===== config.mk =====
export PLATFORM = sky130hd
export DESIGN_NAME = ecc_err_capture
export DESIGN_NICKNAME = d
export VERILOG_FILES = /design/src/rtl/ecc_err_pkg.sv /design/src/rtl/ecc_sbe_cnt.sv /design/src/rtl/ecc_err_flags.sv /design/src/rtl/ecc_err_cap.sv /design/src/rtl/ecc_err_capture.sv
export SDC_FILE = /design/constraint.sdc
export NUM_CORES = 1
export LEC_CHECK = 0
export BUFFER_PORTS_ARGS = -buffer_cell sky130_fd_sc_hd__buf_2
export CAP_MARGIN = 0
export CORE_MARGIN = 2
export CORE_UTILIZATION = 29
export DETAILED_ROUTE_END_ITERATION = 16
export PLACE_DENSITY = 0.49
export SYNTH_ARGS = -nofsm -noshare
export SYNTH_HDL_FRONTEND = slang
export SYNTH_SLANG_ARGS = --single-unit
export TNS_END_PERCENT = 20

===== constraint.sdc =====
create_clock -name clk -period 4.3 [get_ports clk]
set_input_delay 0.645 -clock clk [delete_from_list [all_inputs] [get_ports clk]]
set_output_delay 0.645 -clock clk [all_outputs]
set_load 0.02 [all_outputs]

===== src/rtl/ecc_err_pkg.sv =====
package ecc_err_pkg;
   localparam int REG_W    = 32;
   localparam int DATA_W   = 64;
   localparam int CHK_W    = 16;
   localparam int NCLASS   = 2;
   localparam int IDX_SBE  = 0;
   localparam int IDX_MBE  = 1;
   localparam int THR_LSB  = 16;

   localparam logic [7:0] OFF_STAT = 8'h00;
   localparam logic [7:0] OFF_MASK = 8'h04;
   localparam logic [7:0] OFF_IEN  = 8'h08;
   localparam logic [7:0] OFF_SBE  = 8'h0C;
   localparam logic [7:0] OFF_ALO  = 8'h10;
   localparam logic [7:0] OFF_AHI  = 8'h14;
   localparam logic [7:0] OFF_DHI  = 8'h18;
   localparam logic [7:0] OFF_DLO  = 8'h1C;
   localparam logic [7:0] OFF_CHK  = 8'h20;
endpackage


===== src/rtl/ecc_sbe_cnt.sv =====
module ecc_sbe_cnt #(
   parameter int SBE_W = 8
) (
   input  logic             clk,
   input  logic             rst_n,
   input  logic             cfg_we,
   input  logic [SBE_W-1:0] cfg_thr,
   input  logic [SBE_W-1:0] cfg_cnt,
   input  logic             ev,
   output logic [SBE_W-1:0] thr,
   output logic [SBE_W-1:0] cnt,
   output logic             hit
);
   localparam logic [SBE_W-1:0] CNT_MAX = '1;
   localparam int EXT_W = SBE_W + 1;

   logic [EXT_W-1:0] cnt_inc;

   assign cnt_inc = {1'b0, cnt} + EXT_W'(1);
   // Threshold reached on this event (a configuration write pre-empts it, R6)
   assign hit = ev && !cfg_we && (thr != '0) && (cnt_inc >= {1'b0, thr});

   always_ff @(posedge clk or negedge rst_n) begin
      if (!rst_n) begin
         thr <= '0;
         cnt <= '0;
      end else if (cfg_we) begin
         thr <= cfg_thr;
         cnt <= cfg_cnt;
      end else if (ev) begin
         if (hit)
            cnt <= '0;
         else if (cnt != CNT_MAX)
            cnt <= cnt_inc[SBE_W-1:0];
      end
   end
endmodule


===== src/rtl/ecc_err_flags.sv =====
module ecc_err_flags #(
   parameter int NCLS = 2
) (
   input  logic            clk,
   input  logic            rst_n,
   input  logic [NCLS-1:0] set,
   input  logic [NCLS-1:0] clr,
   output logic [NCLS-1:0] flags
);
   for (genvar k = 0; k < NCLS; k++) begin : g_flag
      always_ff @(posedge clk or negedge rst_n) begin
         if (!rst_n)
            flags[k] <= 1'b0;
         else if (set[k])
            flags[k] <= 1'b1;
         else if (clr[k])
            flags[k] <= 1'b0;
      end
   end
endmodule


===== src/rtl/ecc_err_cap.sv =====
module ecc_err_cap #(
   parameter int ADDR_W = 64,
   parameter int DATA_W = 64,
   parameter int CHK_W  = 16
) (
   input  logic              clk,
   input  logic              rst_n,
   input  logic              load,
   input  logic              narrow,
   input  logic [ADDR_W-1:0] addr,
   input  logic [DATA_W-1:0] data,
   input  logic [CHK_W-1:0]  chk,
   output logic [31:0]       cap_alo,
   output logic [31:0]       cap_ahi,
   output logic [31:0]       cap_dhi,
   output logic [31:0]       cap_dlo,
   output logic [31:0]       cap_chk
);
   localparam int HALF_CHK = CHK_W / 2;

   logic [63:0]      addr64;
   logic [CHK_W-1:0] chk_eff;
   logic [CHK_W-1:0] chk_q;

   assign addr64  = 64'(addr);
   assign chk_eff = narrow ? chk : {{(CHK_W-HALF_CHK){1'b0}}, chk[HALF_CHK-1:0]};
   assign cap_chk = 32'(chk_q);

   always_ff @(posedge clk or negedge rst_n) begin
      if (!rst_n) begin
         cap_alo <= '0;
         cap_dhi <= '0;
         cap_dlo <= '0;
         chk_q   <= '0;
      end else if (load) begin
         cap_alo <= addr64[31:0];
         cap_dhi <= data[63:32];
         cap_dlo <= data[31:0];
         chk_q   <= chk_eff;
      end
   end

   if (ADDR_W > 32) begin : g_ext_addr
      always_ff @(posedge clk or negedge rst_n) begin
         if (!rst_n)
            cap_ahi <= '0;
         else if (load)
            cap_ahi <= addr64[63:32];
      end
   end else begin : g_no_ext_addr
      assign cap_ahi = '0;
   end
endmodule


===== src/rtl/ecc_err_capture.sv =====
module ecc_err_capture
   import ecc_err_pkg::*;
#(
   parameter int ADDR_W = 64,
   parameter int SBE_W  = 8
) (
   input  logic              clk,
   input  logic              rst_n,
   input  logic              ev_sbe,
   input  logic              ev_mbe,
   input  logic [ADDR_W-1:0] ev_addr,
   input  logic [63:0]       ev_data,
   input  logic [15:0]       ev_chk,
   input  logic              bus_narrow,
   input  logic              reg_wr,
   input  logic [7:0]        reg_addr,
   input  logic [31:0]       reg_wdata,
   output logic [31:0]       reg_rdata,
   output logic              irq
);
   if (ADDR_W < 1 || ADDR_W > 64) begin : g_bad_addr_w
      $error("ecc_err_capture: ADDR_W must lie in 1..64");
   end
   if (SBE_W < 1 || SBE_W > THR_LSB || THR_LSB + SBE_W > REG_W) begin : g_bad_sbe_w
      $error("ecc_err_capture: SBE_W must lie in 1..16");
   end

   logic [NCLASS-1:0] dis_q, ien_q, flags_q, st_set, st_clr;
   logic              we_stat, we_mask, we_ien, we_sbe;
   logic              acc_sbe, acc_mbe, sbe_hit, cap_load;
   logic [SBE_W-1:0]  sbe_thr, sbe_cnt;
   logic [31:0]       cap_alo, cap_ahi, cap_dhi, cap_dlo, cap_chk;

   assign we_stat = reg_wr && (reg_addr == OFF_STAT);
   assign we_mask = reg_wr && (reg_addr == OFF_MASK);
   assign we_ien  = reg_wr && (reg_addr == OFF_IEN);
   assign we_sbe  = reg_wr && (reg_addr == OFF_SBE);

   assign acc_sbe = ev_sbe && !dis_q[IDX_SBE];
   assign acc_mbe = ev_mbe && !dis_q[IDX_MBE];

   always_ff @(posedge clk or negedge rst_n) begin
      if (!rst_n) begin
         dis_q <= '0;
         ien_q <= '0;
      end else begin
         if (we_mask) dis_q <= reg_wdata[NCLASS-1:0];
         if (we_ien)  ien_q <= reg_wdata[NCLASS-1:0];
      end
   end

   ecc_sbe_cnt #(.SBE_W(SBE_W)) i_sbe_cnt (
      .clk     (clk),
      .rst_n   (rst_n),
      .cfg_we  (we_sbe),
      .cfg_thr (reg_wdata[THR_LSB +: SBE_W]),
      .cfg_cnt (reg_wdata[SBE_W-1:0]),
      .ev      (acc_sbe),
      .thr     (sbe_thr),
      .cnt     (sbe_cnt),
      .hit     (sbe_hit)
   );

   always_comb begin
      st_set          = '0;
      st_set[IDX_SBE] = sbe_hit;
      st_set[IDX_MBE] = acc_mbe;
      st_clr          = we_stat ? reg_wdata[NCLASS-1:0] : '0;
   end

   ecc_err_flags #(.NCLS(NCLASS)) i_flags (
      .clk   (clk),
      .rst_n (rst_n),
      .set   (st_set),
      .clr   (st_clr),
      .flags (flags_q)
   );

   assign cap_load = (acc_sbe || acc_mbe) && (flags_q == '0);

   ecc_err_cap #(.ADDR_W(ADDR_W), .DATA_W(DATA_W), .CHK_W(CHK_W)) i_cap (
      .clk     (clk),
      .rst_n   (rst_n),
      .load    (cap_load),
      .narrow  (bus_narrow),
      .addr    (ev_addr),
      .data    (ev_data),
      .chk     (ev_chk),
      .cap_alo (cap_alo),
      .cap_ahi (cap_ahi),
      .cap_dhi (cap_dhi),
      .cap_dlo (cap_dlo),
      .cap_chk (cap_chk)
   );

   assign irq = |(flags_q & ien_q);

   always_comb begin
      reg_rdata = '0;
      case (reg_addr)
         OFF_STAT: reg_rdata[NCLASS-1:0] = flags_q;
         OFF_MASK: reg_rdata[NCLASS-1:0] = dis_q;
         OFF_IEN:  reg_rdata[NCLASS-1:0] = ien_q;
         OFF_SBE: begin
            reg_rdata[THR_LSB +: SBE_W] = sbe_thr;
            reg_rdata[SBE_W-1:0]        = sbe_cnt;
         end
         OFF_ALO:  reg_rdata = cap_alo;
         OFF_AHI:  reg_rdata = cap_ahi;
         OFF_DHI:  reg_rdata = cap_dhi;
         OFF_DLO:  reg_rdata = cap_dlo;
         OFF_CHK:  reg_rdata = cap_chk;
         default:  reg_rdata = '0;
      endcase
   end
endmodule


# Yosys cells after proc, flatten, opt, wreduce, memory -nomap -nowiden
# Index checks and enable logic that the tools add are counted.
# classes
add_sub_neg	1
n_lt_le_gt_ge	1
eq_ne	9
n_mux	15
bitwise	1
reduce_logical	23
# op_table
op	n
$pmux 8 s5	2
$pmux 6 s6	1
$eq 8x5->1 const B	4
$mux 8	4
$pmux 8 s4	1
$pmux 2 s9	1
$eq 8x4->1 const B	2
$mux 16	1
$logic_and 1x1->1	10
$add 8x1->9 const B	1
$ge 9x8->1	1
$eq 8x3->1 const B	1
$eq 8x6->1 const B	1
$logic_not 8->1	1
$ne 8x8->1 const B	1
$reduce_bool 8->1	1
$reduce_bool 2->1	3
$mux 1	4
$logic_not 1->1	3
$reduce_bool 3->1	1
$and 2x2->2	1
$logic_not 2->1	1
$mux 2	1
$reduce_and 2->1	1
other kinds (2)	2
# totals
reg_bits	166
inputBits	190
word_cells	61

# Depth between registers and ports, before layout
# logic_depth
word_depth	9
ltp_mapped	13

# By module
# A second synthesis with hierarchy kept.
# hier_totals
cells_unflattened	643
hier_area_um2	8585.7
# by_module_without_submodules
module	instances	cells_per_inst	area_each_um2
ecc_err_cap	1	339	5754.3
ecc_err_capture	1	186	1726.7
ecc_sbe_cnt	1	112	1032.2
ecc_err_flags	1	6	72.6

# Least setup slack after synthesis
# No wires, ideal clock.
# synth_timing
path_type	register to register
startpoint	register i_sbe_cnt.cnt[0]
endpoint	register i_sbe_cnt.cnt[3]
t_arrival_ns	2.506
path_slack_ns	1.717
stages_incl_launch_ff	14
n_path_buf	1
period_less_slack_ns	2.583
path_cell_list	dfrtp_1 ha_1 nand3_2 inv_1 nand3_1 xnor2_1 ha_1 a21o_1 a221oi_1 o21ai_0 a21boi_4 buf_6 a32oi_1 o21ai_1
# synth_via
elab_chain_len	6
word_cells_on_any_way	10
cone_classes	1 x add/sub; 1 x order compare; 1 x eq/ne; 4 x mux; 3 x reduce/logical
# synth_rtl
item	line_no	text
start, declared	ecc_sbe_cnt.sv:11	output logic [SBE_W-1:0] cnt,
start signal, assigned	ecc_sbe_cnt.sv:29	cnt <= cfg_cnt;
start signal, assigned	ecc_sbe_cnt.sv:34	cnt <= cnt_inc[SBE_W-1:0];
$add 8x1->9	ecc_sbe_cnt.sv:19	assign cnt_inc = {1'b0, cnt} + EXT_W'(1);
$ge 9x8->1	ecc_sbe_cnt.sv:21	assign hit = ev && !cfg_we && (thr != '0) && (cnt_inc >= {1'b0, thr});
$logic_and 1x1->1	ecc_sbe_cnt.sv:21	
$mux 8	ecc_sbe_cnt.sv:31	if (hit)
$mux 8	ecc_sbe_cnt.sv:30	end else if (ev) begin
$mux 8	ecc_sbe_cnt.sv:27	end else if (cfg_we) begin
# Parallel ways exist; a longest one is shown, timed or not. The select of a mux whose other input is x is not followed.
# A chain may end at the register's enable or synchronous reset.

# Worst setup path after layout
# layout_timing
startpoint	input reg_addr[2]
endpoint	output reg_rdata[0]
# layout_via
elab_chain_len	2
word_cells_on_any_way	10
cone_classes	8 x eq/ne; 1 x mux; 1 x reduce/logical
# layout_rtl
item	line_no	text
start, declared	ecc_err_capture.sv:16	input logic [7:0] reg_addr,
$eq 8x6->1, or another cell as far along	ecc_err_capture.sv:100	case (reg_addr)
$pmux 2 s9 *	ecc_err_capture.sv:100	
end, declared	ecc_err_capture.sv:18	output logic [31:0] reg_rdata,
# Mark *: on every way between the ends. The rest lies on a longest branch, timed or not.

==> summary.md <==
| Metric | Value |
|---|---|
| Nets@finish | `999` |
| Clk_skew | `8.42 ps` |
| Register area share after synthesis | `54.8%` |
| CP Class | `input port to output port` |
| Sink Count | `166` |
| Final Instance Count excl. Fillers | `1150` |
| First-pass GRT wire length | `34.2 mm` |
| IO Port Bufs | `206` |
| Final worst path period share | `76.1%` |
| Yosys reg bits | `166` |
| R2R cell count | `12` |
| DRC viols | `0` |
| Hold buffer count at CTS | `0` |
| Peak supply drop | `0.000215 V` |
| Antenna violations before repair | `4` |
| Placed wire-length estimate | `15.0 mm` |
| Ports | `223` |
| Top_reg_cell synth | `dfrtp_1` |
| Post-detailed-route via-to-cell ratio | `4.89` |
| Run status | `finished clean` |
| Hold Slack | `206 ps` |
| Reg-to-reg startpoint | `i_sbe_cnt.cnt[0]$_DFFE_PN0P_` |
| First-pass DRT Iterations | `6` |
| R2r setup slk | `1240 ps` |
| CP startpoint kind | `input port` |
| DRT iter0 DRCs | `406` |
| Final ANT Viol Nets | `0` |
| Ys Warns | `0` |
| DR vias | `5621` |
| Cell Pwr Density | `388 nW/µm²` |
| Period minus WS final | `3270 ps` |
| Netlist cell types | `44` |
| Total GRT Usage | `16.0%` |
| Post-synth ARST share | `100%` |
| CTS tree | `built` |
| Worst Path Arrival | `2630 ps` |
| CTS max path bufs | `2` |
| H-tree levels | `4` |
| Number of max-slew violations in the final report | `0` |
| MaxCap Viol Count | `0` |
| # rows | `59` |
| Drt total wl | `21.9 mm` |
| Gp weighted congestion | `0.766` |
| Synth Cell Area | `7580 µm²` |
| Avg Inst Size Synth | `12.6 µm²` |
| Area growth syn-to-layout | `27.0%` |
| Syn nets | `801` |
| Hold Vio Cnt, Final | `0` |
| Largest net degree at the start of global routing | `101` |
| Crit Path Max Fanout | `18` |
| Setup tns final | `0 ps` |
| Die Wd | `166 µm` |
| R2R Path End | `i_sbe_cnt.cnt[4]$_DFFE_PN0P_` |
| HP Class | `input port to asynchronous set/reset pin` |
| Critical Path Sink Type | `output port` |
| Core area | `25800 µm²` |
| Initial Util | `29.3%` |
| DP Cell Count | `1116` |
| Postcts setup bufs | `0` |
| # resized after CTS | `0` |
| Count of final setup violators | `0` |
| Total global routing overflow | `0` |
| Number of flops mapped to enable cells by yosys | `0` |
| Die span in y | `166 µm` |
| Worst skew pair latency | `430 ps` |
| Max Fclk | `305 MHz` |
| CTS Buf Count | `17` |
| Clk root buf | `clkbuf_16` |
| Worst-path clk slew | `70 ps` |
| RSZ-0062 raised after global routing | `no` |
| Rel. slew slack | `56.8%` |
| WP data required | `3650 ps` |
| Die area | `27400 µm²` |
| Worst slew pin tran | `647 ps` |
| Layout cells sized above 1 | `49.4%` |
| Drt wl/cell | `19.0 µm` |
| Number of global-route vias before repair | `5848` |
| Post-synthesis cell count | `602` |
| Pleak | `4.80 nW` |
per-layer routing:
metal,track usage (%),routed length [µm],up-vias
met4,4.08,176,2
met3,3.30,1010,16
met1,22.7,10400,2819
met5,0,13,-
met2,24.9,10300,140
li1,-,-,2644
state kept, by name (all words and copies together), names as in the netlist:
register / cells
i_cap.chk_q: 16
i_flags.flags: 2
i_cap.cap_alo: 32
i_cap.cap_dlo: 32
dis_q: 2
ien_q: 2
i_cap.cap_dhi: 32
i_sbe_cnt.thr: 8
i_sbe_cnt.cnt: 8
i_cap.cap_ahi: 32
cells in the mapped netlist, drive strengths merged, types with 2 or more instances:
| master | n | area, µm² |
|---|---|---|
| mux2 | 142 | 1600 |
| a21oi | 4 | 20.0 |
| nor2 | 11 | 48.8 |
| nand2 | 64 | 240 |
| and2 | 2 | 12.5 |
| nand2b | 2 | 12.5 |
| xor2 | 2 | 17.5 |
| mux2i | 2 | 20.0 |
| a32o | 2 | 20.0 |
| a21o | 4 | 30.0 |
| nor4 | 5 | 52.6 |
| a221oi | 3 | 26.3 |
| a222oi | 28 | 280 |
| dfrtp | 166 | 4150 |
| nor2b | 3 | 18.8 |
| inv | 17 | 63.8 |
| o21ai | 23 | 115 |
| and3 | 4 | 25.0 |
| buf | 15 | 82.6 |
| a31oi | 4 | 25.0 |
| clkbuf | 23 | 86.3 |
| nor3 | 3 | 20.0 |
| xnor2 | 4 | 35.0 |
| ha | 9 | 113 |
| a22oi | 38 | 285 |
| nand3 | 9 | 50.1 |
| a22o | 3 | 26.3 |
| a32oi | 3 | 26.3 |
worst max path at each step:
| stage | start | endpoint |
|---|---|---|
| after floorplan | i_sbe_cnt.cnt[0]$_DFFE_PN0P_ | i_sbe_cnt.cnt[3]$_DFFE_PN0P_ |
| after CTS | reg_addr[2] | reg_rdata[0] |
| after detailed placement | reg_addr[2] | reg_rdata[0] |
| after global routing | reg_addr[2] | reg_rdata[0] |
| after global placement | reg_addr[2] | reg_rdata[0] |
| final | reg_addr[2] | reg_rdata[0] |
where the power goes:
part | switching (mW) | internal, mW
registers | 0.105 | 1.74
logic | 0.165 | 0.213
clock network | 0.703 | 0.815
placed cells by master (no fill, tap or decap), drive strengths merged, types with 4 or more instances in the layout:
cell    instances
clkinv          4
nand3           9
ha              9
a31oi           4
mux2          142
dfrtp         166
nor4            5
nand2          64
xnor2           4
o21ai          23
buf           217
inv            24
nor2           11
a21o            4
and3            4
a22oi          38
a222oi         28
a21oi           4
clkbuf         18
through the flow:
step           power, mW  setup slack [ps]  utilization, %  area (µm²)
2_1_floorplan       2.06              1720               -        7580
3_3_place_gp        2.24              1020            35.0        9050
3_5_place_dp        2.26              1060            35.0        9050
4_1_cts             3.80              1060            37.2        9620
5_1_grt             3.93               899            37.3        9630
6_report            3.74              1030            37.3        9630
area by class of cell:
type / instances / area [µm²]
fill: 2608 / 16200
sequential: 166 / 4150
timing repair buffer: 217 / 1190
antenna: 2 / 5.00
clock inverter: 14 / 140
multi-input combinational: 381 / 3220
tap: 335 / 419
clock buffer: 18 / 429
inverter: 17 / 63.8
logic make-up (layout without fill, tap and decap cells):
family / Yosys count / count (layout) / share of synthesized area, %
mux: 144 / 144 / 21.4
buf+inv: 55 / 266 / 3.07
flops: 166 / 166 / 54.8
other cells: 0 / 2 / 0
simple gates: 106 / 106 / 6.73
fa+ha+maj: 9 / 9 / 1.49
xor+xnor: 6 / 6 / 0.693
compound gates: 116 / 116 / 11.9
worst max-delay path: stages:
cell and delay, ps:
buf_2 150, nor4b_2 500, and3_2 580, buf_12 240, a221oi_1 120, o221ai_1 150, buf_2 220
Note: power is estimated with default switching activity, not from simulation.
